===== src/rtl/usb_ep_pkg.sv =====
`timescale 1ns/1ps
package usb_ep_pkg;
  localparam int MODE_W = 4;

  localparam logic [MODE_W-1:0] MODE_DIS   = 4'h0;
  localparam logic [MODE_W-1:0] MODE_NAK   = 4'h1;
  localparam logic [MODE_W-1:0] MODE_STALL = 4'h3;
  localparam logic [MODE_W-1:0] MODE_CTRL  = 4'h5;
  localparam logic [MODE_W-1:0] MODE_RX    = 4'h9;
  localparam logic [MODE_W-1:0] MODE_TX    = 4'hD;

  typedef enum logic [1:0] {TOK_NONE, TOK_SETUP, TOK_IN, TOK_OUT} tok_e;
  typedef enum logic [1:0] {HS_NONE, HS_ACK, HS_NAK, HS_STALL} hs_e;
  typedef enum logic [1:0] {S_IDLE, S_WAIT_DATA, S_RX, S_WAIT_HACK} seq_state_e;

  typedef struct packed {
    logic out_st;
    logic in_st;
    logic setup_st;
  } pid_mark_t;

  localparam logic SEL_MODE = 1'b0;
  localparam logic SEL_CNT  = 1'b1;
endpackage


===== src/rtl/usb_ep_decide.sv =====
`timescale 1ns/1ps
module usb_ep_decide
  import usb_ep_pkg::*;
(
  input  logic [MODE_W-1:0] mode_i,
  input  tok_e              tok_i,
  output hs_e               plan_o
);
  // HS_NONE means the token is ignored
  always_comb begin
    plan_o = HS_NONE;
    unique case (tok_i)
      TOK_SETUP: if (mode_i == MODE_CTRL) plan_o = HS_ACK;
      TOK_IN: begin
        unique case (mode_i)
          MODE_NAK, MODE_CTRL: plan_o = HS_NAK;
          MODE_STALL:          plan_o = HS_STALL;
          MODE_TX:             plan_o = HS_ACK;
          default:             plan_o = HS_NONE;
        endcase
      end
      TOK_OUT: begin
        unique case (mode_i)
          MODE_NAK, MODE_CTRL: plan_o = HS_NAK;
          MODE_STALL:          plan_o = HS_STALL;
          MODE_RX:             plan_o = HS_ACK;
          default:             plan_o = HS_NONE;
        endcase
      end
      default: plan_o = HS_NONE;
    endcase
  end
endmodule


===== src/rtl/usb_ep_rxcheck.sv =====
`timescale 1ns/1ps
module usb_ep_rxcheck #(
  parameter int CNT_W     = 4,
  parameter int MAX_BYTES = 10
) (
  input  logic [CNT_W-1:0] cnt_i,
  input  logic             crc_ok_i,
  input  logic             pid_ok_i,
  output logic             ok_o
);
  localparam logic [CNT_W-1:0] MaxCnt = CNT_W'(MAX_BYTES);

  assign ok_o = (cnt_i <= MaxCnt) && crc_ok_i && pid_ok_i;
endmodule


===== src/rtl/usb_ep_seq.sv =====
`timescale 1ns/1ps
module usb_ep_seq
  import usb_ep_pkg::*;
(
  input  logic              clk_i,
  input  logic              rst_ni,
  input  tok_e              tok_i,
  input  logic              dstart_i,
  input  logic              dend_i,
  input  logic              pkt_ok_i,
  input  logic              host_ack_i,
  input  logic [MODE_W-1:0] mode_i,
  output hs_e               hs_nx_o,
  output logic              tx_nx_o,
  output logic              done_nx_o,
  output logic              ack_nx_o,
  output logic              cnt_load_o,
  output pid_mark_t         mark_o,
  output logic              in_txn_o
);
  seq_state_e state_q, state_d;
  hs_e        plan_q, plan_d, plan;
  tok_e       tok_q, tok_d;

  usb_ep_decide i_decide (
    .mode_i (mode_i),
    .tok_i  (tok_i),
    .plan_o (plan)
  );

  always_comb begin
    state_d    = state_q;
    plan_d     = plan_q;
    tok_d      = tok_q;
    hs_nx_o    = HS_NONE;
    tx_nx_o    = 1'b0;
    done_nx_o  = 1'b0;
    ack_nx_o   = 1'b0;
    cnt_load_o = 1'b0;
    mark_o     = '0;
    if (tok_i != TOK_NONE) begin
      // a new token always abandons whatever was open
      state_d = S_IDLE;
      if (plan != HS_NONE) begin
        if (tok_i == TOK_IN) begin
          if (plan == HS_ACK) begin
            tx_nx_o = 1'b1;
            state_d = S_WAIT_HACK;
          end else begin
            hs_nx_o      = plan;
            done_nx_o    = 1'b1;
            mark_o.in_st = 1'b1;
          end
        end else begin
          state_d = S_WAIT_DATA;
          plan_d  = plan;
          tok_d   = tok_i;
        end
      end
    end else begin
      unique case (state_q)
        S_WAIT_DATA: if (dstart_i) begin
          state_d         = S_RX;
          mark_o.setup_st = (tok_q == TOK_SETUP);
        end
        S_RX: if (dend_i) begin
          state_d = S_IDLE;
          if (pkt_ok_i) begin
            hs_nx_o       = plan_q;
            done_nx_o     = 1'b1;
            mark_o.out_st = (tok_q == TOK_OUT);
            ack_nx_o      = (plan_q == HS_ACK);
            cnt_load_o    = (plan_q == HS_ACK);
          end
        end
        S_WAIT_HACK: if (host_ack_i) begin
          state_d      = S_IDLE;
          ack_nx_o     = 1'b1;
          done_nx_o    = 1'b1;
          mark_o.in_st = 1'b1;
        end
        default: state_d = S_IDLE;
      endcase
    end
  end

  always_ff @(posedge clk_i or negedge rst_ni) begin
    if (!rst_ni) begin
      state_q <= S_IDLE;
      plan_q  <= HS_NONE;
      tok_q   <= TOK_NONE;
    end else begin
      state_q <= state_d;
      plan_q  <= plan_d;
      tok_q   <= tok_d;
    end
  end

  assign in_txn_o = (state_q != S_IDLE);

  assert_bad_pkt_silent_R2: assert property (@(posedge clk_i) disable iff (!rst_ni)
    (state_q == S_RX && tok_i == TOK_NONE && dend_i && !pkt_ok_i)
      |-> (hs_nx_o == HS_NONE && !done_nx_o && !cnt_load_o));

  assert_in_data_waits_ack_R5: assert property (@(posedge clk_i) disable iff (!rst_ni)
    tx_nx_o |=> (state_q == S_WAIT_HACK));

  assert_setup_mark_needs_ctrl_R3: assert property (@(posedge clk_i) disable iff (!rst_ni)
    mark_o.setup_st |-> (tok_q == TOK_SETUP && plan_q == HS_ACK));
endmodule


===== src/rtl/usb_ep_regs.sv =====
`timescale 1ns/1ps
module usb_ep_regs
  import usb_ep_pkg::*;
#(
  parameter int CNT_W     = 4,
  parameter int DATA_W    = 8,
  parameter int MAX_BYTES = 10
) (
  input  logic              clk_i,
  input  logic              rst_ni,
  input  logic              cpu_we_i,
  input  logic              cpu_re_i,
  input  logic              cpu_sel_i,
  input  logic [DATA_W-1:0] cpu_wdata_i,
  output logic [DATA_W-1:0] cpu_rdata_o,
  input  logic              ack_i,
  input  logic              cnt_load_i,
  input  logic [CNT_W-1:0]  rx_cnt_i,
  input  logic              rx_tog_i,
  input  pid_mark_t         mark_i,
  input  logic              in_txn_i,
  output logic [MODE_W-1:0] mode_o
);
  localparam int StLo    = MODE_W;
  localparam int LockBit = DATA_W - 1;
  localparam int DvalBit = DATA_W - 2;
  localparam int DtogBit = DATA_W - 1;

  logic [MODE_W-1:0] mode_q;
  pid_mark_t         st_q;
  logic              lock_q;
  logic [CNT_W-1:0]  cnt_q;
  logic              dval_q, dtog_q;
  logic              wr_mode, wr_cnt;
  logic              unused_wdata;

  assign wr_mode = cpu_we_i && !lock_q && (cpu_sel_i == SEL_MODE);
  assign wr_cnt  = cpu_we_i && !lock_q && (cpu_sel_i == SEL_CNT);

  always_ff @(posedge clk_i or negedge rst_ni) begin
    if (!rst_ni) begin
      lock_q <= 1'b0;
      mode_q <= MODE_DIS;
    end else begin
      if (ack_i) lock_q <= 1'b1;
      else if (cpu_re_i && !in_txn_i) lock_q <= 1'b0;
      // hardware update wins over a same-cycle CPU write
      if (ack_i) mode_q <= MODE_NAK;
      else if (wr_mode) mode_q <= cpu_wdata_i[MODE_W-1:0];
    end
  end

  always_ff @(posedge clk_i or negedge rst_ni) begin
    if (!rst_ni) begin
      st_q <= '0;
    end else begin
      if (mark_i.setup_st) st_q.setup_st <= 1'b1;
      else if (wr_mode)    st_q.setup_st <= cpu_wdata_i[StLo];
      if (mark_i.in_st)    st_q.in_st    <= 1'b1;
      else if (wr_mode)    st_q.in_st    <= cpu_wdata_i[StLo+1];
      if (mark_i.out_st)   st_q.out_st   <= 1'b1;
      else if (wr_mode)    st_q.out_st   <= cpu_wdata_i[StLo+2];
    end
  end

  always_ff @(posedge clk_i or negedge rst_ni) begin
    if (!rst_ni) begin
      cnt_q  <= '0;
      dval_q <= 1'b0;
      dtog_q <= 1'b0;
    end else if (cnt_load_i) begin
      cnt_q  <= rx_cnt_i;
      dval_q <= 1'b1;
      dtog_q <= rx_tog_i;
    end else if (wr_cnt) begin
      cnt_q  <= cpu_wdata_i[CNT_W-1:0];
      dval_q <= cpu_wdata_i[DvalBit];
      dtog_q <= cpu_wdata_i[DtogBit];
    end
  end

  always_comb begin
    cpu_rdata_o = '0;
    if (cpu_sel_i == SEL_MODE) begin
      cpu_rdata_o[MODE_W-1:0] = mode_q;
      cpu_rdata_o[StLo]       = st_q.setup_st;
      cpu_rdata_o[StLo+1]     = st_q.in_st;
      cpu_rdata_o[StLo+2]     = st_q.out_st;
      cpu_rdata_o[LockBit]    = lock_q;
    end else begin
      cpu_rdata_o[CNT_W-1:0]  = cnt_q;
      cpu_rdata_o[DvalBit]    = dval_q;
      cpu_rdata_o[DtogBit]    = dtog_q;
    end
  end

  assign mode_o       = mode_q;
  assign unused_wdata = ^cpu_wdata_i[DvalBit-1:CNT_W];

  assert_locked_write_dropped_R10: assert property (@(posedge clk_i) disable iff (!rst_ni)
    (lock_q && cpu_we_i && !ack_i && !cnt_load_i)
      |=> ($stable(mode_q) && $stable(cnt_q) && $stable(dval_q) && $stable(dtog_q)));

  assert_ack_locks_R9: assert property (@(posedge clk_i) disable iff (!rst_ni)
    ack_i |=> (lock_q && mode_q == MODE_NAK));

  assert_txn_read_keeps_lock_R11: assert property (@(posedge clk_i) disable iff (!rst_ni)
    (lock_q && in_txn_i) |=> lock_q);

  assert_cnt_in_range_R2: assert property (@(posedge clk_i) disable iff (!rst_ni)
    cnt_load_i |=> (cnt_q <= CNT_W'(MAX_BYTES) && dval_q));
endmodule


===== src/rtl/usb_ep_responder.sv =====
`timescale 1ns/1ps
module usb_ep_responder
  import usb_ep_pkg::*;
#(
  parameter int CNT_W     = 4,
  parameter int DATA_W    = 8,
  parameter int MAX_BYTES = 10
) (
  input  logic              clk_i,
  input  logic              rst_ni,
  input  logic [1:0]        tok_pid_i,
  input  logic              data_start_i,
  input  logic              data_end_i,
  input  logic [CNT_W-1:0]  rx_cnt_i,
  input  logic              crc_ok_i,
  input  logic              pid_ok_i,
  input  logic              rx_tog_i,
  input  logic              host_ack_i,
  input  logic              buf_bad_i,
  input  logic              cpu_we_i,
  input  logic              cpu_re_i,
  input  logic              cpu_sel_i,
  input  logic [DATA_W-1:0] cpu_wdata_i,
  output logic [DATA_W-1:0] cpu_rdata_o,
  output logic [1:0]        hs_o,
  output logic              tx_data_o,
  output logic              irq_o
);
  logic [MODE_W-1:0] mode;
  logic              pkt_ok, tx_nx, done_nx, ack_nx, cnt_load, in_txn;
  hs_e               hs_nx, hs_q;
  pid_mark_t         mark;
  logic              tx_q, irq_q;

  usb_ep_rxcheck #(.CNT_W(CNT_W), .MAX_BYTES(MAX_BYTES)) i_rxcheck (
    .cnt_i    (rx_cnt_i),
    .crc_ok_i (crc_ok_i),
    .pid_ok_i (pid_ok_i),
    .ok_o     (pkt_ok)
  );

  usb_ep_seq i_seq (
    .clk_i      (clk_i),
    .rst_ni     (rst_ni),
    .tok_i      (tok_e'(tok_pid_i)),
    .dstart_i   (data_start_i),
    .dend_i     (data_end_i),
    .pkt_ok_i   (pkt_ok),
    .host_ack_i (host_ack_i),
    .mode_i     (mode),
    .hs_nx_o    (hs_nx),
    .tx_nx_o    (tx_nx),
    .done_nx_o  (done_nx),
    .ack_nx_o   (ack_nx),
    .cnt_load_o (cnt_load),
    .mark_o     (mark),
    .in_txn_o   (in_txn)
  );

  usb_ep_regs #(.CNT_W(CNT_W), .DATA_W(DATA_W), .MAX_BYTES(MAX_BYTES)) i_regs (
    .clk_i       (clk_i),
    .rst_ni      (rst_ni),
    .cpu_we_i    (cpu_we_i),
    .cpu_re_i    (cpu_re_i),
    .cpu_sel_i   (cpu_sel_i),
    .cpu_wdata_i (cpu_wdata_i),
    .cpu_rdata_o (cpu_rdata_o),
    .ack_i       (ack_nx),
    .cnt_load_i  (cnt_load),
    .rx_cnt_i    (rx_cnt_i),
    .rx_tog_i    (rx_tog_i),
    .mark_i      (mark),
    .in_txn_i    (in_txn),
    .mode_o      (mode)
  );

  always_ff @(posedge clk_i or negedge rst_ni) begin
    if (!rst_ni) begin
      hs_q  <= HS_NONE;
      tx_q  <= 1'b0;
      irq_q <= 1'b0;
    end else begin
      hs_q  <= hs_nx;
      tx_q  <= tx_nx;
      irq_q <= done_nx || buf_bad_i;
    end
  end

  assign hs_o      = hs_q;
  assign tx_data_o = tx_q;
  assign irq_o     = irq_q;

  assert_hs_raises_irq_R6: assert property (@(posedge clk_i) disable iff (!rst_ni)
    (hs_o != HS_NONE) |-> irq_o);

  assert_tx_excl_hs_R5: assert property (@(posedge clk_i) disable iff (!rst_ni)
    tx_data_o |-> (hs_o == HS_NONE && !irq_o));

  assert_ignored_token_quiet_R4: assert property (@(posedge clk_i) disable iff (!rst_ni)
    (tok_pid_i != 2'd0 && mode == MODE_DIS) |=> (hs_o == HS_NONE && !tx_data_o));
endmodule


===== config.mk =====
export PLATFORM = sky130hd
export DESIGN_NAME = usb_ep_responder
export DESIGN_NICKNAME = d
export VERILOG_FILES = /design/src/rtl/usb_ep_pkg.sv /design/src/rtl/usb_ep_decide.sv /design/src/rtl/usb_ep_rxcheck.sv /design/src/rtl/usb_ep_seq.sv /design/src/rtl/usb_ep_regs.sv /design/src/rtl/usb_ep_responder.sv
export SDC_FILE = /design/constraint.sdc
export NUM_CORES = 1
export LEC_CHECK = 0
export BUFFER_PORTS_ARGS = -buffer_cell sky130_fd_sc_hd__buf_2
export CAP_MARGIN = 20
export CORE_MARGIN = 10
export CORE_UTILIZATION = 45
export DETAILED_ROUTE_END_ITERATION = 7
export PLACE_DENSITY_LB_ADDON = 0.2
export SLEW_MARGIN = 20
export SYNTH_ARGS = -nofsm -noshare
export SYNTH_HDL_FRONTEND = slang
export SYNTH_SLANG_ARGS = --single-unit

===== constraint.sdc =====
create_clock -name clk_i -period 1.6 [get_ports clk_i]
set_input_delay 0.48 -clock clk_i [delete_from_list [all_inputs] [get_ports clk_i]]
set_output_delay 0.48 -clock clk_i [all_outputs]
set_load 0.02 [all_outputs]

; Word level (Yosys, flattened, before mapping)
; Index checks and enable logic that the tools add are counted.
[word_totals]
out_inout_bits = 12
inputBits = 26
regBits = 24
wordCells = 121
[op_classes]
n_mux = 65
bitwise_logic = 2
eq_ne = 18
n_lt_le_gt_ge = 1
reduce_logical = 21
[op_table]
columns = cell, count
row1 = 2-to-1 mux 1 bit, 38
row2 = 2-to-1 mux 2 bit, 16
row3 = one-hot mux 2 bit (3 select lines), 4
row4 = 2-to-1 mux 4 bit, 5
row5 = nonzero test 2 bit, 9
row6 = == test 2 x 1 -> 1 bit (second input constant), 5
row7 = == test 2 bit (second input constant), 5
row8 = inequality test 3 x 2 -> 1 bit (second input constant), 3
row9 = == test 4 bit (second input constant), 2
row10 = logical AND 1 bit, 6
row11 = AND reduction 3 bit, 2
row12 = == test 4 x 1 -> 1 bit (second input constant), 1
row13 = == test 4 x 2 -> 1 bit (second input constant), 1
row14 = == test 4 x 3 -> 1 bit (second input constant), 1
row15 = less-or-equal comparator 4 bit (second input constant), 1
row16 = one-hot mux 1 bit (2 select lines), 2
row17 = logical NOT 1 bit, 2
row18 = NOT 1 bit, 2
row19 = OR reduction 2 bit, 1
row20 = logical OR 1 bit, 1

; Longest topological paths before layout
[logic_depth]
ltp_word = 10
mapped_depth = 5
depth_no_buf = 4

; Cells and area by module
; Synthesis repeated with hierarchy kept, for this count alone.
[hier_totals]
hier_cells = 134
area_unflattened_um2 = 1387.6
[by_module_without_submodules]
columns = module, area_per_inst_um2, n_inst, seq_area_each_um2, cells_each
row1 = usb_ep_regs, 723.2, 1, 350.3, 68
row2 = usb_ep_seq, 476.7, 1, 150.1, 50
row3 = usb_ep_responder, 106.4, 1, 100.1, 5
row4 = usb_ep_decide, 61.3, 1, 0.0, 8
row5 = usb_ep_rxcheck, 20.0, 1, 0.0, 3

; Worst setup path before layout
; OpenSTA, ideal clock, no wires.
[synth_timing]
path_kind = input-to-reg
start = input port tok_pid_i[0]
end = register i_regs.mode_q[1], in the netlist i_regs.mode_o[1]
setup_time_ns = 0.119
path_stages = 4
arrival_ns = 1.637
required_ns = 1.481
slack_ns = -0.155
n_path_buf = 0
path_cell_list = or4b_4 a2111oi_4 or2_2 nor2_1
[synth_via]
elab_chain_cells = 3
word_cells_on_any_way = 4
cone_classes = mux (2) / reduce/logical (2)
[synth_rtl]
columns = item, line_no
row1 = from (decl), usb_ep_responder.sv:11  ; input logic [1:0] tok_pid_i,
row2 = nonzero test 2 bit *, usb_ep_seq.sv:41  ; if (tok_i != TOK_NONE) begin
row3 = 2-to-1 mux 1 bit *, usb_ep_seq.sv:41
row4 = 2-to-1 mux 4 bit or nonzero test 2 bit (tied branches), n/a
row5 = to (signal assigned), usb_ep_regs.sv:49  ; else if (wr_mode) mode_q <= cpu_wdata_i[MODE_W-1:0];
row6 = to (decl), usb_ep_regs.sv:29  ; logic [MODE_W-1:0] mode_q;
; Every way passes the cells marked *; elsewhere a longest branch is shown, timed or not.
; A chain may end at the register's enable or synchronous reset.

; Final worst setup path
[layout_timing]
start = register i_regs.mode_q[0], in the netlist i_regs.mode_o[0]
end = output port cpu_rdata_o[0]
[layout_via]
elab_chain_cells = 1
[layout_rtl]
columns = item, line_no
row1 = 2-to-1 mux 4 bit, usb_ep_regs.sv:84  ; if (cpu_sel_i == SEL_MODE) begin
row2 = to (decl), usb_ep_responder.sv:24  ; output logic [DATA_W-1:0] cpu_rdata_o,
; No other way between the ends.

==> impl_metrics.ini <==
[synth]
synth_cells = 129
synth_top_area_share_pct = 46.6
ys.flop_type = dfrtp_1
syn_nets = 155
synthTopCellsByArea = dfrtp_1 47%, mux2i_1 7.8%, mux2_2 5.2%
synth_seq_cells = 24
synth.distinct_cells = 38
avgSynthCellArea_sq_um = 9.98
syn_area_sq_um = 1290
synth_seq_area_share_pct = 46.6
ys_warn_count = 0
yosysTopAreaCell = dfrtp_1
ys_async_sr_fraction_pct = 100
synth_edf_count = 0

[final_layout]
final_common_cell = buf_2
seqCellArea_sq_um = 604
diodes = 0
multi_input_area_sq_um = 666
drive_above_1_share_pct = 42.1
fill_cells = 237
syn_to_final_growth_pct = 34.0
nets = 211
finalInstanceArea_sq_um = 1730
final_cell_mix = 30 x buf_2, 21 x dfrtp_1, 20 x buf_4
final_util_pct = 62.6

[clock_network]
cts_sinks = 24
ctsRootBufferMaster = clkbuf_4
htreeDepth = 1
insertion_delay_ns = 0.30
clockBufferDepth = 2
path_clk_slew_ns = 0.12
cts_buffers = 3
hold_buffers = 0
tritoncts = built

[worst_setup_path]
worstSetupEndpoint = cpu_rdata_o[0]
endpoint_kind = output port
rr_worst_depth = 5
arrival_ns = 1.13
reg2reg_to = i_regs.cnt_q[0]
critPathLaunchType = register
r2r_start = i_seq.state_q[0]
cp-startpoint = i_regs.mode_o[0]
crit_type = register to output port
cp_max_fo = 2
cp_data_required_time_ns = 1.12
regToRegSetupSlack_ns = 0.06

[route]
drc_errors = 0
vias = 1178
wl_per_cell_microns = 15.9
first_iter_violations = 68
ant_nets = 0
firstDrtPassIters = 4
routed_via_density = 5.50
routed_wl_microns = 3400

[sta]
worst_pin_slew_ns = 0.525
worst_slack_ns = -0.0130
setup_viol = 4
maxSlewViolCount = 0
rsz0062_at_grt = true
skew_ns = 0.00300
max-slew-margin-rel_pct = 65.0
finalHoldViolations = 0
fmax_mhz = 620
period_share_pct = 101
period_minus_slack_ns = 1.61

[placed_design]
post_dp_cell_area_sq_um = 1580
routabilityCongestion = 0.862
place_hpwl_microns = 2670
port_buffers = 37

[floorplanning]
coreArea_sq_um = 2760
die_h_microns = 73.5
die_w_microns = 73.5
start_util_pct = 46.7
dieArea_sq_um = 5400
rows = 19
pin_count = 38

[run]
max_cap_viol_count = 0

[power]
power_density_nw_per_um2 = 878
ir_drop_mv = 0.550
total_leakage_power_uw = 0.000844

[status]
violations = setup timing
run_status = finished, violations left

[global_route]
grt_antenna_before_repair = 0
grt_start_max_net_pins = 25
grt_overflow = 0
grt_pass1_wl_microns = 5570
first_global_vias = 1252
groute.usage.overall_pct = 12.9

[min_path]
hold_class = input pin to asynchronous set/reset pin
[flip-flops by register name, summed over array words and instances (netlist names), 2 cells and up]
name,cells
i_regs.cnt_q,4
i_regs.mode_o,4
i_regs.st_q,3
hs_o,2
i_seq.plan_q,2
i_seq.state_q,2
i_seq.tok_q,2
[routing by layer]
layer / global-route usage [%] / part of all wire, % / up-vias
li1: - / - / 571
met1: 15.2 / 43 / 561
met2: 20.7 / 46 / 38
met3: 4.58 / 9.9 / 8
met4: 4.97 / 2.0 / 0
met5: 0 / 0 / -
[kinds of logic after synthesis]
group / Yosys count / synth area share, %
buffers and inverters: 10 / 3.50
flip-flops: 24 / 46.6
AO/OA/AOI/OAI: 29 / 16.5
XOR/XNOR: 2 / 1.36
multiplexers: 16 / 13.0
AND/OR/NAND/NOR: 48 / 19.0
[stage by stage]
stage | hold slack, ns | worst slack (ns) | power (uW) | TNS, ns | std cells
2_1_floorplan | 0.184 | -0.0329 | 1030 | -0.287 | 129
3_3_place_gp | 0.471 | -0.203 | 1180 | -2.84 | 203
3_5_place_dp | 0.478 | -0.213 | 1200 | -3.13 | 203
4_1_cts | 0.139 | -0.0300 | 1510 | -0.0954 | 212
5_1_grt | 0.161 | -0.0550 | 1610 | -0.355 | 214
6_report | 0.140 | -0.0130 | 1510 | -0.0349 | 214
[how the worst min path moves through the flow]
stage	to	slack, ns	startpoint
finish	i_regs.mode_o[2]	0.14	rst_ni
CTS	i_regs.mode_o[2]	0.14	rst_ni
floorplan	hs_o[0]	0.18	rst_ni
global route	i_regs.mode_o[2]	0.16	rst_ni
detailed placement	i_regs.dval_q	0.48	i_regs.dval_q
global placement	i_regs.st_q[1]	0.47	i_regs.st_q[1]
[power breakdown]
group          switching (uW)  internal, uW
Combinational             248           254
Clock                     161          87.6
Sequential               64.3           700
[worst max-delay path: stages, from the launching register on]
cell     delay, ns
dfrtp_2       0.43
mux2_4        0.27
buf_6         0.13
[synth_stat cells (2+ instances only)]
cell and number:
nand3b_1 2, inv_1 4, dfrtp_1 24, nor2b_1 3
a31oi_1 2, a21oi_1 4, nand3_1 3, o21ai_0 10
mux2i_1 10, nand2_1 17, mux2_2 6, nor2_1 11
a21o_1 2, clkbuf_1 4, nor3_1 3, nor4b_1 2
[what timing repair did]
item | 4_1_cts | 5_1_grt
gates resized for setup | 17 | 5
buffers inserted | 6 | 2
setup endpoints to repair | 6 | 15
[area by class of cell]
class / count / share of cell area [%]
multi-input cells: 95 / 38.6
flip-flops and latches: 24 / 35.0
repair buffers: 57 / 22.0
well taps: 31 / 2.25
clock buffers: 3 / 1.31
inverters: 4 / 0.870
(Power assumes the default switching activity.)
